File: src/rtl/i2c_brx_pkg.sv
package i2c_brx_pkg;

    localparam int CNT_W  = 7;
    localparam int BYTE_W = 8;

    typedef enum logic [1:0] {
        ENG_IDLE = 2'd0,
        ENG_LOW  = 2'd1,
        ENG_HIGH = 2'd2,
        ENG_TAIL = 2'd3
    } eng_state_e;

    typedef struct packed {
        logic             nak_last;
        logic [CNT_W-1:0] count;
    } rx_ctl_t;

    // Limit a requested count to the largest burst the FIFO can hold.
    function automatic logic [CNT_W-1:0] clamp_count(input logic [CNT_W-1:0] req,
                                                     input int lim);
        if (int'(req) > lim) return CNT_W'(lim);
        return req;
    endfunction

endpackage

File: src/rtl/i2c_brx_fifo.sv
module i2c_brx_fifo #(
    parameter int W     = 8,
    parameter int DEPTH = 64
) (
    input  logic         clk,
    input  logic         rst,
    input  logic         push,
    input  logic [W-1:0] din,
    input  logic         pop,
    output logic [W-1:0] dout,
    output logic         empty,
    output logic         full
);
    localparam int AW = (DEPTH > 1) ? $clog2(DEPTH) : 1;
    localparam int CW = $clog2(DEPTH + 1);

    logic [W-1:0]  mem [DEPTH];
    logic [AW-1:0] wptr, rptr;
    logic [CW-1:0] fill;
    logic          do_push, do_pop;

    assign empty   = (fill == '0);
    assign full    = (fill == CW'(DEPTH));
    assign do_push = push && !full;
    assign do_pop  = pop && !empty;
    assign dout    = mem[rptr];

    function automatic logic [AW-1:0] bump(input logic [AW-1:0] p);
        if (p == AW'(DEPTH - 1)) return '0;
        return p + AW'(1);
    endfunction

    always_ff @(posedge clk) begin
        if (do_push) mem[wptr] <= din;
    end

    always_ff @(posedge clk) begin
        if (rst) begin
            wptr <= '0;
            rptr <= '0;
            fill <= '0;
        end else begin
            if (do_push) wptr <= bump(wptr);
            if (do_pop)  rptr <= bump(rptr);
            case ({do_push, do_pop})
                2'b10:   fill <= fill + CW'(1);
                2'b01:   fill <= fill - CW'(1);
                default: fill <= fill;
            endcase
        end
    end
endmodule

File: src/rtl/i2c_brx_bit_eng.sv
module i2c_brx_bit_eng
    import i2c_brx_pkg::*;
#(
    parameter int HALF = 4
) (
    input  logic              clk,
    input  logic              rst,
    input  logic              start,
    input  logic              cont,
    input  logic              ack_en,
    input  logic              sda_i,
    output logic              scl_o,
    output logic              sda_low,
    output logic              byte_done,
    output logic [BYTE_W-1:0] byte_q,
    output logic              idle
);
    localparam int TW = (HALF > 1) ? $clog2(HALF) : 1;
    localparam logic [TW-1:0] T_LAST = TW'(HALF - 1);
    localparam logic [3:0]    ACK_SLOT = 4'd8;

    eng_state_e        state;
    logic [TW-1:0]     tmr;
    logic [3:0]        bit_idx;
    logic [BYTE_W-1:0] shreg;
    logic              phase_end;

    assign phase_end = (tmr == T_LAST);
    assign idle      = (state == ENG_IDLE);
    assign scl_o     = (state == ENG_IDLE) || (state == ENG_HIGH);
    assign sda_low   = ((state == ENG_LOW) || (state == ENG_HIGH)) &&
                       (bit_idx == ACK_SLOT) && ack_en;
    assign byte_done = (state == ENG_HIGH) && phase_end && (bit_idx == ACK_SLOT);
    assign byte_q    = shreg;

    always_ff @(posedge clk) begin
        if (rst) begin
            state   <= ENG_IDLE;
            tmr     <= '0;
            bit_idx <= '0;
            shreg   <= '0;
        end else begin
            unique case (state)
                ENG_IDLE: begin
                    if (start) begin
                        state   <= ENG_LOW;
                        tmr     <= '0;
                        bit_idx <= '0;
                    end
                end
                ENG_LOW: begin
                    if (phase_end) begin
                        tmr   <= '0;
                        state <= ENG_HIGH;
                    end else begin
                        tmr <= tmr + TW'(1);
                    end
                end
                ENG_HIGH: begin
                    if (phase_end) begin
                        tmr <= '0;
                        if (bit_idx != ACK_SLOT) begin
                            shreg   <= {shreg[BYTE_W-2:0], sda_i};
                            bit_idx <= bit_idx + 4'd1;
                            state   <= ENG_LOW;
                        end else if (cont) begin
                            bit_idx <= '0;
                            state   <= ENG_LOW;
                        end else begin
                            bit_idx <= '0;
                            state   <= ENG_TAIL;
                        end
                    end else begin
                        tmr <= tmr + TW'(1);
                    end
                end
                ENG_TAIL: begin
                    if (phase_end) begin
                        tmr   <= '0;
                        state <= ENG_IDLE;
                    end else begin
                        tmr <= tmr + TW'(1);
                    end
                end
                default: state <= ENG_IDLE;
            endcase
        end
    end
endmodule

File: src/rtl/i2c_brx_seq.sv
module i2c_brx_seq
    import i2c_brx_pkg::*;
#(
    parameter int MAX_BURST = 64
) (
    input  logic    clk,
    input  logic    rst,
    input  logic    ctl_wr,
    input  rx_ctl_t ctl_word,
    input  logic    eng_idle,
    input  logic    byte_done,
    output logic    eng_start,
    output logic    eng_cont,
    output logic    eng_ack_en,
    output logic    push,
    output logic    done_set,
    output logic    active
);
    logic [CNT_W-1:0] remaining;
    logic [CNT_W-1:0] req_cnt;
    logic             nak_en;
    logic             issue;
    logic             accept;
    logic             on_last;

    assign req_cnt    = clamp_count(ctl_word.count, MAX_BURST);
    assign accept     = ctl_wr && !active && eng_idle;
    assign on_last    = (remaining == CNT_W'(1));
    assign eng_start  = issue;
    assign eng_cont   = (remaining > CNT_W'(1));
    assign eng_ack_en = !(nak_en && on_last);
    assign push       = byte_done;
    assign done_set   = (accept && (req_cnt == '0)) || (byte_done && on_last);

    always_ff @(posedge clk) begin
        if (rst) begin
            remaining <= '0;
            nak_en    <= 1'b0;
            issue     <= 1'b0;
            active    <= 1'b0;
        end else if (accept) begin
            remaining <= req_cnt;
            nak_en    <= ctl_word.nak_last;
            issue     <= (req_cnt != '0);
            active    <= (req_cnt != '0);
        end else if (active) begin
            issue <= 1'b0;
            if (byte_done) begin
                remaining <= remaining - CNT_W'(1);
                if (on_last) active <= 1'b0;
            end
        end
    end
endmodule

File: src/rtl/i2c_burst_rx.sv
module i2c_burst_rx
    import i2c_brx_pkg::*;
#(
    parameter int FIFO_DEPTH = 64,
    parameter int SCL_HALF   = 4
) (
    input  logic       clk,
    input  logic       rst,
    input  logic       ctl_wr,
    input  logic [7:0] ctl_data,
    output logic       busy,
    input  logic       pop,
    output logic [7:0] pop_data,
    output logic       rx_empty,
    output logic       done_flag,
    input  logic       done_clr,
    input  logic       irq_en,
    output logic       irq,
    output logic       scl_o,
    output logic       sda_drive_low,
    input  logic       sda_i
);
    rx_ctl_t           ctl_word;
    logic              eng_idle, byte_done, eng_start, eng_cont, eng_ack_en;
    logic              push, done_set, active, fifo_full;
    logic [BYTE_W-1:0] byte_q;
    logic              done_q;

    assign ctl_word = rx_ctl_t'(ctl_data);

    i2c_brx_seq #(.MAX_BURST(FIFO_DEPTH)) u_seq (
        .clk        (clk),
        .rst        (rst),
        .ctl_wr     (ctl_wr),
        .ctl_word   (ctl_word),
        .eng_idle   (eng_idle),
        .byte_done  (byte_done),
        .eng_start  (eng_start),
        .eng_cont   (eng_cont),
        .eng_ack_en (eng_ack_en),
        .push       (push),
        .done_set   (done_set),
        .active     (active)
    );

    i2c_brx_bit_eng #(.HALF(SCL_HALF)) u_eng (
        .clk       (clk),
        .rst       (rst),
        .start     (eng_start),
        .cont      (eng_cont),
        .ack_en    (eng_ack_en),
        .sda_i     (sda_i),
        .scl_o     (scl_o),
        .sda_low   (sda_drive_low),
        .byte_done (byte_done),
        .byte_q    (byte_q),
        .idle      (eng_idle)
    );

    i2c_brx_fifo #(.W(BYTE_W), .DEPTH(FIFO_DEPTH)) u_fifo (
        .clk   (clk),
        .rst   (rst),
        .push  (push),
        .din   (byte_q),
        .pop   (pop),
        .dout  (pop_data),
        .empty (rx_empty),
        .full  (fifo_full)
    );

    always_ff @(posedge clk) begin
        if (rst)           done_q <= 1'b0;
        else if (done_set) done_q <= 1'b1;
        else if (done_clr) done_q <= 1'b0;
    end

    assign done_flag = done_q;
    assign irq       = done_q && irq_en;
    assign busy      = active || !eng_idle;
endmodule

File: config.mk
export PLATFORM = sky130hd
export DESIGN_NAME = i2c_burst_rx
export DESIGN_NICKNAME = d
export VERILOG_FILES = /design/src/rtl/i2c_brx_pkg.sv /design/src/rtl/i2c_brx_fifo.sv /design/src/rtl/i2c_brx_bit_eng.sv /design/src/rtl/i2c_brx_seq.sv /design/src/rtl/i2c_burst_rx.sv
export SDC_FILE = /design/constraint.sdc
export NUM_CORES = 1
export LEC_CHECK = 0
export CAP_MARGIN = 30
export CORE_MARGIN = 2
export CORE_UTILIZATION = 55
export CTS_BUF_LIST = sky130_fd_sc_hd__clkbuf_2 sky130_fd_sc_hd__clkbuf_4 sky130_fd_sc_hd__clkbuf_8
export CTS_CLUSTER_DIAMETER = 200
export CTS_CLUSTER_SIZE = 14
export DETAILED_ROUTE_END_ITERATION = 10
export PLACE_DENSITY = 0.7
export SLEW_MARGIN = 20
export SYNTH_ARGS = -nofsm -noshare
export SYNTH_HDL_FRONTEND = slang
export SYNTH_SLANG_ARGS = --single-unit
export TNS_END_PERCENT = 100
File: constraint.sdc
create_clock -name clk -period 3 [get_ports clk]
set_input_delay 0.3 -clock clk [delete_from_list [all_inputs] [get_ports clk]]
set_output_delay 0.3 -clock clk [all_outputs]
set_load 0.05 [all_outputs]
==> metrics.md, run 1 <==
| Metric | Value |
|---|---|
| R2R cell count | 13 |
| First-pass DRT Iterations | 5 |
| WS Path Type | reg -> out |
| PD cells | 650 nW/um2 |
| Post-synthesis instance area | between 20000 and 25000 um2 |
| Via Count | around 12000 |
| TNS Setup | -1.34 ns |
| Clock sink count | approximately 560 |
| Reg-to-Reg Start | u_eng.bit_idx[0] |
| Worst Hold Class | in -> reg |
| CP arrival | ~2.9 ns |
| Core ar. | 40600 um2 |
| First-pass GRT wire length | ~73 mm |
| Final hold violations | 0 |
| CP dominant cell by count | buf_4 |
| R2R Path End | u_fifo.fill[4] |
| Outcome | complete, but fails checks |
| Post-synth ARST share | 0% |
| Setup Skew | a little over 0.05 ns |
| Distinct cells, synth | 59 |
| Hold Path Origin | rst |
| Post-synthesis adder-cell area fraction | 0.831% |
| Initial antenna violation count | 0 |
| RSZ-0062 raised after global routing | true |
| Register area share after synthesis | around 73% |
| TritonCTS Buffers | 46 |
| Failing checks | setup timing |
| Layout net count | around 1400 |
| Clk slew on worst S/H paths | about 0.10 ns |
| Clock Path Buffers | 3 |
| Hpwl dp | 30.4 mm |
| Routed Antenna Nets | 0 |
| Root Driver | clkbuf_8 |
| Area growth from synthesis to layout | 13.5% |
| Share of cells above drive strength 1 | between 20% and 30% |
| CTS tree | done |
| Commonest cells in the netlist | edfxtp_1, mux4_2, nor2_1, mux2i_1, dfxtp_1 |
| CP required | ~2.7 ns |
| Worst Max-Slew Pin Slew | just under 0.9 ns |
| Final period util | 107% |
| Syn Area/Cell | 18.3 um2 |
| Synth Area in XOR/XNOR | less than 1% |
| Post-DP Area | approximately 24000 um2 |
| Crit path max fanout | 15 |
| DRC viols | 0 |
| Post-synth EDFFs | approximately 510 |
| Worst setup SP type | flop |
| Cts hold-fix bufs | 0 |
| Critical Path Sink Type | primary output |
| Wirelength, routed | approximately 48 mm |
| Share of the synthesized area in the top cell type | around two thirds |
| PortBufs | 28 |
| Post-synthesis mux area share | between 10% and 20% |
| Crit path cell chain | buf_12, buf_16, mux4_2, a2111oi_4, buf_4, o41ai_2, buf_4 |
| Mapped Cells | between 1000 and 1500 |
| Vias in the first global route | approximately 12000 |
| Synth Area in Compound Gates | under 10% |
| Seq. cell area | about 16000 um2 |
| Largest family of logic cells by synthesized area | multiplexers |
| Max Clk Rate | about 310 MHz |
| Crit path buf inv count | 4 |
| Hold Path End | u_eng.tmr[0] |
| Area of the multi-input gates | between 6000 and 7000 um2 |
| Largest net degree at the start of global routing | 65 |
| Io pins | 29 |
| Worst skew pair latency | ~0.64 ns |
| Warnings, synthesis | 0 |
| Synth area leader | edfxtp_1 |
| Max_cap viols | 0 |
| WL/cell | 25.1 um |
| Die X-Extent | 207 um |
| Post-route setup slack | -0.203 ns |
| Congestion Overflow GR | 0 |
| CP top delay family | buffers and inverters |
| Final Instance Area | approximately 26000 um2 |
| H-tree levels | 2 |
| Post-synthesis simple-gate area fraction | 5.33% |
| Fillers | 2782 |
| Die H | around 210 um |
| Die Area | between 40000 and 50000 um2 |
| Count leader, synth | edfxtp_1 |
| Hold depth | 2 |
| Critical path's slowest cell | mux4_2 |
| Initial drt markers | between 900 and 1000 |
| Pleak | 8.23 nW |
| Area contributors post-synth | edfxtp_1, mux4_2, dfxtp_1, mux2i_1, nor2_1 |
| Via density | 6.12 |
| Reg2reg setup slack | approximately 0.12 ns |
| Max_slew headroom | 40.7% |
| Final Setup Violations | 8 |
| Final GP Congestion | ~0.84 |
| Syn Nets | roughly 1300 |
| Post-synth top flop | edfxtp_1 |
| All-Layer GR Usage | a little under a quarter |
| Worst IR Drop VDD | approximately 0.4 mV |
| Critical Path Max Stage Delay | around 0.57 ns |
| Diodes inserted | 0 |
| # rows | between 70 and 80 |
| Initial Util | approximately 56% |
| Final min period | between 3 and 4 ns |
| Seq cells post-synth | 564 |
| Slew Viols, Final | 0 |
repair_timing:
item                       in CTS  in global routing
setup endpoints to repair       8                 10
resized for setup              59                 23
gates cloned                    3                  0
pin swaps                      16                 11
buffers inserted               10                  1
power breakdown:
group	internal (mW)	switching [mW]	leakage (nW)
Clock	1.80	2.41	0.468
Combinational	2.04	1.82	2.56
Sequential	8.50	0.115	5.20
Total	12.3	4.34	8.23
through the flow:
step	hold WS (ns)	utilization (%)	power (mW)	setup WS, ns	instances
global route	0.210	63.1	17.3	-0.318	1929
floorplan	0.444	-	11.3	0.0413	1237
detailed placement	0.477	59.6	12.1	-0.0443	1840
CTS	0.162	62.9	16.8	-0.258	1929
finish	0.197	63.1	16.7	-0.203	1929
global placement	0.468	59.5	12.1	-0.0168	1838
registers in the layout, indices dropped and copies added (netlist names), named ones only:
| name | count |
|---|---|
| u_fifo.rptr | 6 |
| u_eng.byte_q | 8 |
| u_eng.tmr | 2 |
| u_eng.bit_idx | 4 |
| u_fifo.mem | 512 |
| u_seq.nak_en | 1 |
| u_seq.remaining | 7 |
| u_eng.state | 2 |
| u_seq.eng_start | 1 |
| u_fifo.wptr | 6 |
| done_flag | 1 |
| u_seq.active | 1 |
| u_fifo.fill | 7 |
placed cells by master, fill, tap and decap left out, types with 8 or more instances in the layout:
cell             instances
a21oi_1                 32
a22oi_2                  9
buf_12                  17
nand3b_1                 8
mux2i_1                 46
clkdlybuf4s50_1         19
clkbuf_8                47
nor3_1                   8
nand2_1                 27
buf_4                  105
mux2i_2                 12
xor2_1                   8
ha_1                    15
nor2_1                 118
dfxtp_2                  9
a211oi_1                10
mux4_2                 121
inv_1                   16
clkbuf_4                27
dfxtp_1                 40
o22ai_1                 14
edfxtp_1               512
nand3_1                 19
routing by layer:
layer	global-route usage [%]	wire, um	vias up
met3	3.81	2800	89
li1	-	-	5205
met1	32.7	20200	6138
met4	6.84	1380	0
met2	38.7	24000	369
met5	0	0	-
logic make-up after synthesis:
family          count (synthesis)
fa+ha+maj                      15
buf+inv                        86
flops                         564
compound gates                119
mux                           190
simple gates                  249
xor+xnor                       14
cell type report:
| class | instances | area share, % |
|---|---|---|
| Clock inverter | 2 | 0.0732 |
| Tap cell | 532 | 2.60 |
| Sequential cell | 564 | 64.1 |
| Inverter | 17 | 0.249 |
| Multi-Input combinational cell | 587 | 23.7 |
| Clock buffer | 74 | 3.31 |
| Timing Repair Buffer | 153 | 5.95 |
worst max-delay path by stage:
stage               slack [ns]              to  cells after the start
floorplan                 0.04  u_fifo.fill[4]                     14
global placement         -0.02     pop_data[0]                      7
detailed placement       -0.04     pop_data[0]                      7
CTS                      -0.26     pop_data[5]                      8
global route             -0.32     pop_data[5]                      7
finish                   -0.20     pop_data[5]                      7
(Power assumes the default switching activity.)
==> inputs of run 2 (changes only) <==
CORE_MARGIN = 5   (was 2)
==> run 2 against run 1 <==
Compared with the run above:
- the run still ends with setup timing left
- critical endpoint is now pop_data[0]
- register-to-register slack improved by 0.09 ns
- cell count increased by 0.93%
- clock-buffer cell count decreased by 1
- global-route usage decreased by 1.4 points
- first-iteration DRC count increased by 36%
- largest power group unchanged
- largest cell class unchanged
==> metrics.md, run 2 (synthesis gave the netlist of run 1 again) <==
| Metric | Value |
|---|---|
| First-pass DRT Iterations | 5 |
| Clock sink count | 564 |
| RSZ-0062 raised after global routing | true |
| CTS tree | done |
| Core ar. | 40700 um2 |
| Layout net count | roughly 1400 |
| PD cells | ~650 nW/um2 |
| R2R Path End | u_fifo.fill[4] |
| Internal | around 12 mW |
| CP required | 2.70 ns |
| First-pass GRT wire length | roughly 74 mm |
| Pleak | approximately 8.3 nW |
| Comb pwr share | approximately a quarter |
| Wirelength, routed | 49.0 mm |
| Critical path's slowest cell | dfxtp_1 |
| Reg-to-Reg Start | u_eng.bit_idx[0] |
| DRC viols | 0 |
| Final min period | around 3.2 ns |
| Worst Hold Class | in -> reg |
| Final hold violations | 0 |
| PortBufs | 28 |
| Cts hold-fix bufs | 0 |
| Hold Path Origin | rst |
| Worst setup SP type | flop |
| Vias in the first global route | between 10000 and 15000 |
| Congestion Overflow GR | 0 |
| Final Instance Area | between 20000 and 30000 um2 |
| Largest net degree at the start of global routing | 67 |
| Final Setup Violations | 8 |
| Initial antenna violation count | 0 |
| R2R cell count | 13 |
| Die H | between 200 and 250 um |
| Crit path cell chain | nor2b_1, nand2b_1, buf_4, o22ai_1, a211oi_1, a22o_1, buf_12 |
| TNS Setup | -1.42 ns |
| Clk pwr share | 24.8% |
| Slew Viols, Final | 0 |
| Share of cells above drive strength 1 | 29.4% |
| Die X-Extent | between 200 and 250 um |
| Diodes inserted | 0 |
| Io pins | 29 |
| # rows | 74 |
| TritonCTS Buffers | 46 |
| Sw Ratio | 25.9% |
| Final GP Congestion | roughly 0.82 |
| Initial drt markers | approximately 1300 |
| Routed Antenna Nets | 0 |
| Cells after DPL | approximately 1900 |
| Hold depth | 2 |
| Most frequent cells in the layout | edfxtp_1, buf_4, mux4_2, nor2_1, mux2i_1 |
| CP top delay family | simple AND/OR/NAND/NOR gates |
| Reg2reg setup slack | about 0.21 ns |
| Crit path max fanout | 8 |
| Max_cap viols | 0 |
| Commonest non-fill, non-tap cell in the layout | edfxtp_1 |
| Failing checks | setup timing |
| Max Clk Rate | between 300 and 400 MHz |
| Post-DP Area | approximately 24000 um2 |
| Critical Path Sink Type | primary output |
| Seq pwr share | around half |
| Worst skew pair latency | between 0.6 and 0.7 ns |
| Worst Max-Slew Pin Slew | 0.851 ns |
| Via density | about 6.1 |
| Max_slew headroom | between 40% and 50% |
| Hpwl dp | between 30 and 40 mm |
| Crit path buf inv count | 2 |
| All-Layer GR Usage | between 20% and 30% |
| Via Count | 11900 |
| Post-route setup slack | -0.248 ns |
| Flip-flop count of the largest register after layout | just over 500 |
| Outcome | complete, but fails checks |
| Largest Register | u_fifo.mem |
| CP arrival | slightly below 3 ns |
| Root Driver | clkbuf_8 |
| WS Path Type | reg -> out |
| H-tree levels | 2 |
| Setup Skew | ~0.028 ns |
| Clk slew on worst S/H paths | 0.09 ns |
| Fin cells | approximately 2000 |
| Worst IR Drop VDD | 0.566 mV |
| Hold Path End | u_fifo.fill[1] |
| Area growth from synthesis to layout | 14.1% |
| Critical Path Max Stage Delay | 0.48 ns |
| Final period util | 108% |
| NetSw | between 4 and 5 mW |
| WL/cell | between 20 and 30 um |
| Initial Util | between 50 and 60% |
| Clock Path Buffers | 3 |
| Die Area | 45200 um2 |
==> run 2: cell count changes in the layout (fill, tap and decap cells not counted), moves of 4 or more <==
cell      before  now
a211oi_2       4    0
mux2i_1       46   52
buf_4        105  123
nand2_1       27   23
mux2i_2       12    6
nand2_2        6   10
a211oi_1      10   14
==> run 2: worst max-delay path by stage <==
| stage | depth (start not counted) | end | slack (ns) |
|---|---|---|---|
| 5_1_grt | 7 | pop_data[0] | -0.27 |
| 4_1_cts | 8 | pop_data[3] | -0.23 |
| 2_1_floorplan | 14 | u_fifo.fill[4] | 0.04 |
| 6_report | 7 | pop_data[0] | -0.25 |
| 3_5_place_dp | 7 | pop_data[5] | -0.03 |
| 3_3_place_gp | 7 | pop_data[5] | 0.07 |
==> run 2: layout make-up <==
cell class	count	area, um2
inverter	17	63.8
tap	532	666
sequential	564	16400
multi-input combinational	587	6000
clock buffer	73	842
timing repair buffer	172	1740
clock inverter	2	18.8
fill	2866	15000
==> run 2: through the flow <==
stage / power [mW] / hold WS [ns] / utilization, % / setup WS (ns)
floorplan: 11.3 / 0.444 / - / 0.0413
global placement: 12.3 / 0.468 / 59.8 / 0.0709
detailed placement: 12.3 / 0.480 / 59.8 / -0.0261
CTS: 16.8 / 0.0158 / 63.0 / -0.229
global route: 17.5 / 0.0618 / 63.2 / -0.274
finish: 16.8 / 0.0629 / 63.2 / -0.248
==> run 2: timing repair <==
| item | in CTS | in global routing |
|---|---|---|
| pin swaps | 3 | 3 |
| setup buffers | 11 | 5 |
| resized for setup | 43 | 9 |
| endpoints found under the setup margin | 8 | 10 |
| cloned | 2 | 1 |
==> run 2: per-layer routing <==
metal	vias to the layer above	track usage [%]	routed length [um]
met5	-	0	0
met4	0	6.05	1060
met3	61	3.36	2940
met2	366	35.4	24300
met1	6187	32.5	20700
li1	5246	-	-
==> run 2: power by group through the flow <==
stage                     logic, mW  registers (mW)  clock network, mW
after global routing           4.26            8.62               4.60
after floorplan                2.52            8.74                  0
after global placement         3.38            8.88                  0
after CTS                      3.93            8.60               4.28
after detailed placement       3.41            8.89                  0
final                          4.00            8.61               4.17
